--- config.mk ---
export PLATFORM = sky130hd
export DESIGN_NAME = soc_trig_gen
export DESIGN_NICKNAME = d
export VERILOG_FILES = /design/src/rtl/soc_trig_pkg.sv /design/src/rtl/soc_evt_sel.sv /design/src/rtl/soc_presc_cnt.sv /design/src/rtl/soc_trig_gen.sv
export SDC_FILE = /design/constraint.sdc
export NUM_CORES = 1
export LEC_CHECK = 0
export ABC_AREA = 1
export CAP_MARGIN = 0
export CELL_PAD_IN_SITES_DETAIL_PLACEMENT = 1
export CELL_PAD_IN_SITES_GLOBAL_PLACEMENT = 2
export CORE_AREA = 5 5 74 76
export CTS_BUF_LIST = sky130_fd_sc_hd__clkbuf_8
export DETAILED_ROUTE_END_ITERATION = 6
export DIE_AREA = 0 0 79 81
export GPL_TIMING_DRIVEN = 0
export PLACE_DENSITY_LB_ADDON = 0.1
export SLEW_MARGIN = 20
export SYNTH_ARGS = -nofsm -noshare
export SYNTH_HDL_FRONTEND = slang
export SYNTH_SLANG_ARGS = --single-unit
--- constraint.sdc ---
create_clock -name clk -period 2.25 [get_ports clk]
set_clock_uncertainty 0.15 [all_clocks]
set_input_delay 0.5625 -clock clk [delete_from_list [all_inputs] [get_ports clk]]
set_output_delay 0.5625 -clock clk [all_outputs]
set_load 0.01 [all_outputs]
--- src/rtl/soc_trig_pkg.sv ---
package soc_trig_pkg;

    typedef enum logic [2:0] {
        SEL_DC       = 3'd0,
        SEL_ZERO     = 3'd1,
        SEL_PRD      = 3'd2,
        SEL_ZERO_PRD = 3'd3,
        SEL_UP_AC    = 3'd4,
        SEL_DN_AC    = 3'd5,
        SEL_UP_BD    = 3'd6,
        SEL_DN_BD    = 3'd7
    } soc_sel_e;

    typedef struct packed {
        logic dc;
        logic dn_d;
        logic up_d;
        logic dn_c;
        logic up_c;
        logic dn_b;
        logic up_b;
        logic dn_a;
        logic up_a;
        logic period;
        logic zero;
    } soc_evt_t;

    // Returns the source chosen by the select code and compare bank
    function automatic logic pick_event(soc_evt_t ev, soc_sel_e s, logic bank);
        logic hit;
        unique case (s)
            SEL_DC:       hit = ev.dc;
            SEL_ZERO:     hit = ev.zero;
            SEL_PRD:      hit = ev.period;
            SEL_ZERO_PRD: hit = ev.zero | ev.period;
            SEL_UP_AC:    hit = bank ? ev.up_c : ev.up_a;
            SEL_DN_AC:    hit = bank ? ev.dn_c : ev.dn_a;
            SEL_UP_BD:    hit = bank ? ev.up_d : ev.up_b;
            SEL_DN_BD:    hit = bank ? ev.dn_d : ev.dn_b;
            default:      hit = 1'b0;
        endcase
        return hit;
    endfunction

endpackage

--- src/rtl/soc_evt_sel.sv ---
module soc_evt_sel
    import soc_trig_pkg::*;
(
    input  soc_evt_t   ev,
    input  logic [2:0] sel,
    input  logic       cmp_bank,
    input  logic       force_evt,
    output logic       evt
);
    soc_sel_e sel_e;

    always_comb begin
        sel_e = soc_sel_e'(sel);
        evt   = pick_event(ev, sel_e, cmp_bank) | force_evt;
    end
endmodule

--- src/rtl/soc_presc_cnt.sv ---
module soc_presc_cnt #(
    parameter int W = 2
) (
    input  logic         clk,
    input  logic         rst,
    input  logic         active,
    input  logic         en,
    input  logic         evt,
    input  logic [W-1:0] prd,
    input  logic         load,
    input  logic [W-1:0] load_val,
    output logic [W-1:0] cnt,
    output logic         fire
);
    logic [W:0]   inc;
    logic         counting;
    logic         reach;
    logic [W-1:0] cnt_nxt;

    always_comb begin
        inc      = {1'b0, cnt} + {{W{1'b0}}, 1'b1};
        counting = active && evt && (prd != '0) && !load;
        reach    = inc >= {1'b0, prd};
        fire     = counting && en && reach;
        cnt_nxt  = cnt;
        if (load) begin
            cnt_nxt = load_val;
        end else if (counting) begin
            if (en) begin
                cnt_nxt = reach ? '0 : inc[W-1:0];
            end else if (cnt < prd) begin
                cnt_nxt = inc[W-1:0];
            end
        end
    end

    always_ff @(posedge clk) begin
        if (rst) cnt <= '0;
        else     cnt <= cnt_nxt;
    end
endmodule

--- src/rtl/soc_trig_gen.sv ---
module soc_trig_gen
    import soc_trig_pkg::*;
#(
    parameter int SHORT_W = 2,
    parameter int LONG_W  = 4
) (
    input  logic               clk,
    input  logic               rst,
    input  logic               ev_zero,
    input  logic               ev_period,
    input  logic               ev_up_a,
    input  logic               ev_dn_a,
    input  logic               ev_up_b,
    input  logic               ev_dn_b,
    input  logic               ev_up_c,
    input  logic               ev_dn_c,
    input  logic               ev_up_d,
    input  logic               ev_dn_d,
    input  logic               ev_dc,
    input  logic               en,
    input  logic [2:0]         sel,
    input  logic               cmp_bank,
    input  logic               long_mode,
    input  logic [SHORT_W-1:0] short_prd,
    input  logic [LONG_W-1:0]  long_prd,
    input  logic               init_en,
    input  logic [LONG_W-1:0]  init_val,
    input  logic               sync_in,
    input  logic               init_force,
    input  logic               force_evt,
    input  logic               flag_clr,
    output logic               soc_pulse,
    output logic               flag,
    output logic [SHORT_W-1:0] short_cnt,
    output logic [LONG_W-1:0]  long_cnt
);
    soc_evt_t ev;
    logic     evt;
    logic     preload;
    logic     fire_s;
    logic     fire_l;
    logic     fire;

    always_comb begin
        ev.zero   = ev_zero;
        ev.period = ev_period;
        ev.up_a   = ev_up_a;
        ev.dn_a   = ev_dn_a;
        ev.up_b   = ev_up_b;
        ev.dn_b   = ev_dn_b;
        ev.up_c   = ev_up_c;
        ev.dn_c   = ev_dn_c;
        ev.up_d   = ev_up_d;
        ev.dn_d   = ev_dn_d;
        ev.dc     = ev_dc;
        preload   = init_en && (sync_in || init_force);
        fire      = fire_s | fire_l;
    end

    soc_evt_sel u_sel (
        .ev        (ev),
        .sel       (sel),
        .cmp_bank  (cmp_bank),
        .force_evt (force_evt),
        .evt       (evt)
    );

    soc_presc_cnt #(.W(SHORT_W)) u_short (
        .clk      (clk),
        .rst      (rst),
        .active   (!long_mode),
        .en       (en),
        .evt      (evt),
        .prd      (short_prd),
        .load     (1'b0),
        .load_val ({SHORT_W{1'b0}}),
        .cnt      (short_cnt),
        .fire     (fire_s)
    );

    soc_presc_cnt #(.W(LONG_W)) u_long (
        .clk      (clk),
        .rst      (rst),
        .active   (long_mode),
        .en       (en),
        .evt      (evt),
        .prd      (long_prd),
        .load     (preload),
        .load_val (init_val),
        .cnt      (long_cnt),
        .fire     (fire_l)
    );

    always_ff @(posedge clk) begin
        if (rst) begin
            soc_pulse <= 1'b0;
            flag      <= 1'b0;
        end else begin
            soc_pulse <= fire;
            flag      <= fire | (flag & ~flag_clr);
        end
    end
endmodule

# Yosys cells after proc, flatten, opt, wreduce, memory -nomap -nowiden
# Cells that the tools add are included.
# op_classes
addsub,2
magnitude_cmp,4
eq_ne,7
muxes,13
n_bitwise,6
n_reduce_logical,21
# op_table
op,n
$mux W4,5
$eq A3 B3 Y1 const B,4
$logic_and A1 B1 Y1,10
$pmux W1 S8,1
$eq A3 B2 Y1 const B,2
$mux W2,3
$reduce_bool A2 Y1,3
$add A4 B1 Y5 const B,1
$ge A5 B4 Y1,1
$lt A4 B4 Y1,1
$mux W1,4
$or A1 B1 Y1,4
$reduce_and A2 Y1,2
$reduce_bool A4 Y1,1
$add A2 B1 Y3 const B,1
$eq A3 B1 Y1 const B,1
$ge A3 B2 Y1,1
$logic_not A3 Y1,1
$reduce_bool A3 Y1,1
$logic_not A1 Y1,2
$lt A2 B2 Y1,1
$and A1 B1 Y1,1
$logic_or A1 B1 Y1,1
$not A1 Y1,1
# totals
register_bits,8
out_inout_bits,8

# Logic depth before layout (Yosys ltp)
# Gate-level depths: netlist of the first run.
# depth
ltp_word,10
mapped_depth,15
ltp_nobuf,15

# Modules after synthesis
# Synthesis of the first run repeated with hierarchy kept, for this count alone.
# hier_totals
cells_unflattened,186
area_unflattened_um2,1033.5
# modules_own_cells
module,n_inst,cells_per_inst,area_per_inst_um2,seq_area_each_um2
soc_presc_cnt (u_long),1,89,533.0,80.1
soc_presc_cnt (u_short),1,47,267.8,40.0
soc_evt_sel,1,39,148.9,0.0
soc_trig_gen,1,11,83.8,40.0

# Least setup slack after synthesis of the first run
# No wires, ideal clock.
# synth_timing
path_type,flip-flop to flip-flop
start,reg u_long.cnt[0]
end,reg flag
setup_time_ps,114
arrival_ps,1600
required_time_ps,1986
setup_slack_ps,386
path_stages_with_launch,14
n_path_buf,0
period_less_slack_ps,1864
cell_sequence,dfxtp_1 -> ha_1 -> xor2_1 -> ha_1 -> nand2_1 -> nand2_1 -> nand2_1 -> nand2_1 -> nand2_1 -> nor2_1 -> nand3_1 -> nand2_1 -> nand2_1 -> nand2_1
# synth_via
elab_chain_len,5
# synth_lines
element,line,source
start: declaration,soc_presc_cnt.sv:12,"output logic [W-1:0] cnt,"
start signal: assignment,soc_presc_cnt.sv:39,else cnt <= cnt_nxt;
$add A4 B1 Y5,soc_presc_cnt.sv:21,"inc = {1'b0, cnt} + {{W{1'b0}}, 1'b1};"
$ge A5 B4 Y1,soc_presc_cnt.sv:23,"reach = inc >= {1'b0, prd};"
$logic_and A1 B1 Y1,soc_presc_cnt.sv:24,fire = counting && en && reach;
$or A1 B1 Y1,soc_trig_gen.sv:57,fire = fire_s | fire_l;
$or A1 B1 Y1,soc_trig_gen.sv:100,flag <= fire | (flag & ~flag_clr);
end signal: assignment,soc_trig_gen.sv:100,
end: declaration,soc_trig_gen.sv:33,"output logic flag,"
# No other way between the ends.
# A chain may end at the register's enable or synchronous reset.

# Worst setup path after layout of the first run
# layout_timing
start,in long_prd[3]
end,reg flag
# layout_via
elab_chain_len,7
elab_cells_between_ends,8
classes_between,order compare: 1; bitwise: 2; reduce/logical: 5
# layout_lines
element,line,source
start: declaration,soc_trig_gen.sv:25,"input logic [LONG_W-1:0] long_prd,"
branches (longest 4 deep; another with $ge A5 B4 Y1),-,
$logic_and A1 B1 Y1 *,soc_presc_cnt.sv:24,
$or A1 B1 Y1 *,soc_trig_gen.sv:57,
$or A1 B1 Y1 *,soc_trig_gen.sv:100,
# Mark *: on every way between the ends.

==> run_results.csv, run 1 <==
group,metric,value,unit
clock_tree,cts_tree,"built",
synthesis,avgSynthCellArea,6.182,µm²
synthesis,synth_area,945.9,µm²
setup_path,reg2reg_slack,0.22,ns
global_route,grt_pass1_vias,1111,
sta,fmax,0.4719,GHz
setup_path,r2r-end,"flag",
setup_path,crit_path_frequent_cell,"nand2_1",
sta,relSlewSlack,72.00,%
route,postRouteAntennaNets,0,
layout,mostFrequentLayoutCell,"nand2_1",
setup_path,cp_max_fo,5,
setup_path,worstSetupPathType,"in2reg",
synthesis,yosysWarnings,0,
synthesis,ys_ff_latch,8,
setup_path,reg2reg_depth,13,
die,io_pins,42,
setup_path,cp_slowest_cell,"clkdlybuf4s50_1",
synthesis,syn_nets,201,
synthesis,syn_inst,153,
sta,setup_viol,0,
setup_path,cp-start-kind,"input port",
setup_path,crit_required,2.22,ns
layout,antennaDiodeCount,0,
global_route,grt_overflow,0,
sta,finalMaxSlewViolations,0,
clock_tree,cts_made_buffers,3,
job,drv_cap,0,
sta,fin_crit_sh,94.18,%
setup_path,endpoint_kind,"register",
clock_tree,path_clk_slew,0.04,ns
setup_path,crit_start,"long_prd[3]",
synthesis,synth_cell_types,22,
die,dieHeight,81,µm
die,initial_core_util,20.30,%
route,drt_pass1_iterations,3,
sta,rsz0062_at_grt,"false",
placement,io_buffers,41,
setup_path,path_cells,"clkdlybuf4s50_1 > inv_1 > ha_1 > a31o_2 > inv_1 > nand2_1 > nand2_2 > nor2_1 > nand3_1 > nand2_1 > nand2_1 > nand2_1",
global_route,grt_pass1_wl,4.795,mm
route,wl,2.930,mm
layout,final_cell_mix,"nand2_1, clkdlybuf4s50_1, inv_1",
power,peakVddDrop,0.2832,mV
die,die_area,6399,µm²
clock_tree,clock_path_buffers,2,
hold_path,hold_path.class,"reg2reg",
synthesis,synth_top_area_share,17.86,%
setup_path,arrival,2.09,ns
clock_tree,htreeDepth,1,
placement,hpwl,2.534,mm
sta,post-route-min-period,2.119,ns
placement,globalplace.congestion,0.7249,
route,remaining_drc_errors,0,
route,drtIter0Drc,11,
hold_path,hold_depth,2,
layout,area_growth,61.51,%
route,num_vias,1082,
power,power_density,444.9,nW/µm²
clock_tree,numClockSinks,8,
route,avgRoutedWirePerCell,11.63,µm
layout,stdcell_count,252,
global_route,track_usage,9.186,%
global_route,antenna_found_initial,0,
route,vias_per_cell,4.294,
die,fp-row-count,25,
clock_tree,clk_latency,0.23,ns
sta,worst_pin_slew,0.4168,ns
placement,placed_cells,248,
die,die_w,79,µm
setup_path,r2r_start,"u_long.cnt[1]",
die,core-area,4661,µm²
clock_tree,cts_root_buf,"clkbuf_8",
layout,nNetsFinal,248,
layout,drive_gt1_share,13.13,%
power,power.total,0.0006796,W
synthesis,yosysTopAreaCell,"nand2_1",
global_route,grt_max_degree,11,
synthesis,yosysSeqAreaShare,16.93,%
setup_path,crit_path_end,"flag",
synthesis,synth_area_leaders,"nand2_1, ha_1, dfxtp_1, inv_1, nor2_1",
power,leakagePower,0.7913,nW
setup_path,cpPeakStageDelay,0.48,ns
sta,hold_viol,0,
outcome,run_status,"completed",
==> area by class of cell <==
type	instances	area, µm²
fillers	595	3133
multi-input cells	114	714.4
repair buffers	42	425.4
flip-flops and latches	8	161.4
inverters	30	112.6
well taps	54	67.56
clock buffers	3	41.29
plain buffers	1	5.005
==> worst min path at each step <==
stage                     start    to
after floorplan            flag  flag
after CTS                  flag  flag
after global placement     flag  flag
after detailed placement   flag  flag
after global routing       flag  flag
final                      flag  flag
==> metrics by stage <==
step	hold WS, ns	instance area (µm²)	setup slack [ns]	utilization, %	setup TNS, ns
global route	0.3466	1528	0.01293	32.78	0
global placement	0.3070	1424	-0.2830	30.55	-1.646
CTS	0.3329	1469	0.01809	31.52	0
detailed placement	0.3240	1424	-0.2940	30.55	-1.744
floorplan	0.3403	945.9	0.3860	-	0
finish	0.3277	1528	0.1309	32.78	0
==> worst max-delay path, delay by kind of cell <==
kind            cells  cell delay, ns
compound gates      1            0.21
fa+ha+maj           1            0.21
simple gates        7            0.48
buf+inv             3            0.62
==> synthesized netlist by cell type <==
| cell | instances |
|---|---|
| o21ai_0 | 3 |
| nand3_1 | 12 |
| ha_1 | 13 |
| buf_2 | 1 |
| nor3_1 | 1 |
| a21boi_4 | 1 |
| nand2_1 | 45 |
| nand2_2 | 1 |
| nor2_1 | 18 |
| dfxtp_1 | 8 |
| nand2_4 | 1 |
| inv_2 | 3 |
| nand3b_1 | 1 |
| a21oi_1 | 8 |
| nor2_2 | 2 |
| inv_1 | 27 |
| a211o_1 | 1 |
| nand3_4 | 1 |
| a31o_2 | 1 |
| nand3_2 | 2 |
| fa_1 | 1 |
| xor2_1 | 2 |
==> power breakdown <==
part | internal (W) | total [W] | switching, W
Sequential | 0.000159 | 0.000182 | 0.0000231
Clock | 0.000116 | 0.000172 | 0.0000562
Combinational | 0.000168 | 0.000326 | 0.000158
Total | 0.000443 | 0.000680 | 0.000237
==> what timing repair did <==
item / 4_1_cts / 5_1_grt
gates cloned: 0 / 0
gates resized for setup: 1 / 12
hold buffers: 0 / 0
pin swaps: 0 / 4
setup buffers: 0 / 1
setup endpoints to repair: 2 / 7
==> flip-flops by register name, indices dropped and copies added (netlist names) <==
name and cells:
u_short.cnt 2, soc_pulse 1, flag 1, u_long.cnt 4
==> cell families (layout without fill, tap and decap cells) <==
kind of cell	count (synthesis)	after routing	share of synthesized area (%)
adder cells (fa/ha/maj)	14	14	19.31
XOR/XNOR	2	2	1.852
buffers and inverters	31	76	12.43
AO/OA/AOI/OAI	14	14	9.656
flip-flops	8	8	16.93
AND/OR/NAND/NOR	84	84	39.81
==> layer usage <==
layer / wire length [µm] / vias up / track usage (%)
li1: - / 564 / -
met1: 1287 / 488 / 10.74
met2: 1439 / 23 / 16.67
met3: 137 / 7 / 1.220
met4: 65 / 0 / 4.124
met5: 0 / - / 0
(Power assumes the default switching activity.)
==> inputs of run 2 (changes only) <==
Settings changed: CORE_AREA 5 5 74 76 to 2 2 71 73, DIE_AREA 0 0 79 81 to 0 0 73 75.
==> run_results.csv, run 2 (synthesized netlist as in run 1, its figures left out) <==
group,metric,value,unit
outcome,run_status,"completed",
clock_tree,numClockSinks,8,
layout,largest_reg_flops,4,
die,fp-row-count,25,
placement,hpwl,2.465,mm
global_route,grt_overflow,0,
setup_path,reg2reg_depth,13,
sta,hold_ws,0.3296,ns
hold_path,min_to,"flag",
die,die_w,73,µm
setup_path,cp_slowest_cell,"clkdlybuf4s50_1",
route,wl,2.893,mm
layout,nNetsFinal,247,
sta,post-route-min-period,2.132,ns
route,vias_per_cell,4.259,
global_route,grt_pass1_vias,1093,
clock_tree,htreeDepth,1,
power,peakVddDrop,0.3387,mV
sta,finalMaxSlewViolations,0,
die,io_pins,42,
setup_path,crit_path_frequent_cell,"a21oi_1",
sta,hold_viol,0,
clock_tree,clk_latency,0.23,ns
clock_tree,cts_root_buf,"clkbuf_8",
setup_path,cpPeakStageDelay,0.49,ns
global_route,antenna_found_initial,0,
hold_path,hp-start,"flag",
die,dieHeight,75,µm
hold_path,hold_path.class,"reg2reg",
setup_path,r2r_start,"u_long.cnt[1]",
setup_path,cp_max_fo,8,
setup_path,worstSetupPathType,"in2reg",
layout,area_growth,57.28,%
die,initial_core_util,20.30,%
layout,drive_gt1_share,11.17,%
route,avgRoutedWirePerCell,11.53,µm
layout,stdcell_count,251,
sta,setup_viol,0,
setup_path,crit_required,2.22,ns
sta,fmax,0.4691,GHz
route,drtIter0Drc,13,
clock_tree,cts_tree,"built",
setup_path,r2r-end,"flag",
clock_tree,path_clk_slew,0.04,ns
placement,placed_cells,248,
global_route,grt_max_degree,11,
setup_path,path_cells,"clkdlybuf4s50_1 > inv_1 > ha_1 > a21oi_1 > o21ai_0 > nand2_1 > nand3_4 > a21oi_1 > nor2_1",
global_route,track_usage,10.88,%
sta,worst_pin_slew,0.3762,ns
clock_tree,clock_path_buffers,2,
sta,rsz0062_at_grt,"true",
layout,mostFrequentLayoutCell,"nand2_1",
route,postRouteAntennaNets,0,
layout,antennaDiodeCount,0,
die,die_area,5475,µm²
sta,fin_crit_sh,94.75,%
hold_path,hold_depth,2,
setup_path,endpoint_kind,"register",
placement,io_buffers,41,
placement,globalplace.congestion,0.7606,
clock_tree,cts_hold_buf,0,
clock_tree,post_cts.repair.setup_buffers,0,
die,core-area,4661,µm²
job,drv_cap,0,
layout,final_cell_mix,"nand2_1, clkdlybuf4s50_1, inv_1",
route,drt_pass1_iterations,4,
route,remaining_drc_errors,0,
layout,largestRegisters,"u_long.cnt (4), u_short.cnt (2)",
clock_tree,cts_made_buffers,3,
power,power_density,449.0,nW/µm²
layout,regMostFlops,"u_long.cnt",
setup_path,cp-start-kind,"input port",
route,num_vias,1069,
sta,relSlewSlack,74.73,%
power,leakagePower,0.7871,nW
setup_path,reg2reg_slack,0.22,ns
setup_path,arrival,2.10,ns
global_route,grt_pass1_wl,4.761,mm
==> run 2: cell type report <==
cell class	instances	area (µm²)
clock buffer	3	41.29
multi-input combinational	114	681.9
timing repair buffer	41	417.9
sequential	8	161.4
buffer	1	5.005
fill	589	3173
tap	54	67.56
inverter	30	112.6
==> run 2: metrics by stage <==
| step | setup TNS (ns) | instance area [µm²] | setup WS (ns) | utilization, % | total power (W) |
|---|---|---|---|---|---|
| after global routing | -0.01813 | 1488 | -0.01294 | 31.92 | 0.0007282 |
| after floorplan | 0 | 945.9 | 0.3860 | - | 0.0003482 |
| after global placement | -1.643 | 1424 | -0.2860 | 30.55 | 0.0004843 |
| after detailed placement | -1.693 | 1424 | -0.2747 | 30.55 | 0.0004924 |
| after CTS | 0 | 1469 | 0.01183 | 31.52 | 0.0006745 |
| final | 0 | 1488 | 0.1180 | 31.92 | 0.0006680 |
==> run 2: per-layer routing <==
metal | GRT usage, % | vias to the layer above | routed length [µm]
met5 | 0 | - | 0
met1 | 14.07 | 486 | 1347
met4 | 2.469 | 0 | 0
met3 | 1.473 | 0 | 107
met2 | 19.22 | 20 | 1438
li1 | - | 563 | -
==> run 2: worst max-delay path by stage <==
stage                          endpoint           from  slack (ns)
final                     u_long.cnt[3]    long_prd[3]        0.12
after global routing      u_long.cnt[2]    long_prd[3]       -0.01
after CTS                 u_long.cnt[2]    long_prd[0]        0.01
after detailed placement      soc_pulse   short_prd[1]       -0.27
after global placement             flag   short_prd[1]       -0.29
after floorplan                    flag  u_long.cnt[0]        0.39
==> run 2: what timing repair did <==
| item | in CTS | in global routing |
|---|---|---|
| pin swaps | 0 | 3 |
| gates resized for setup | 1 | 8 |
| setup endpoints to repair | 2 | 8 |
==> run 2: where the power goes <==
group	switching [W]	total [W]	internal [W]	leakage (nW)
Combinational	0.000154	0.000313	0.000158	0.699
Clock	0.0000588	0.000175	0.000116	0.0216
Sequential	0.0000219	0.000181	0.000159	0.0662
Total	0.000235	0.000668	0.000433	0.787
==> run 2: worst max-delay path, delay by kind of cell <==
| family | cells | cell delay [ns] |
|---|---|---|
| buffers and inverters | 2 | 0.56 |
| AO/OA/AOI/OAI | 3 | 0.37 |
| adder cells (fa/ha/maj) | 1 | 0.31 |
| AND/OR/NAND/NOR | 3 | 0.30 |
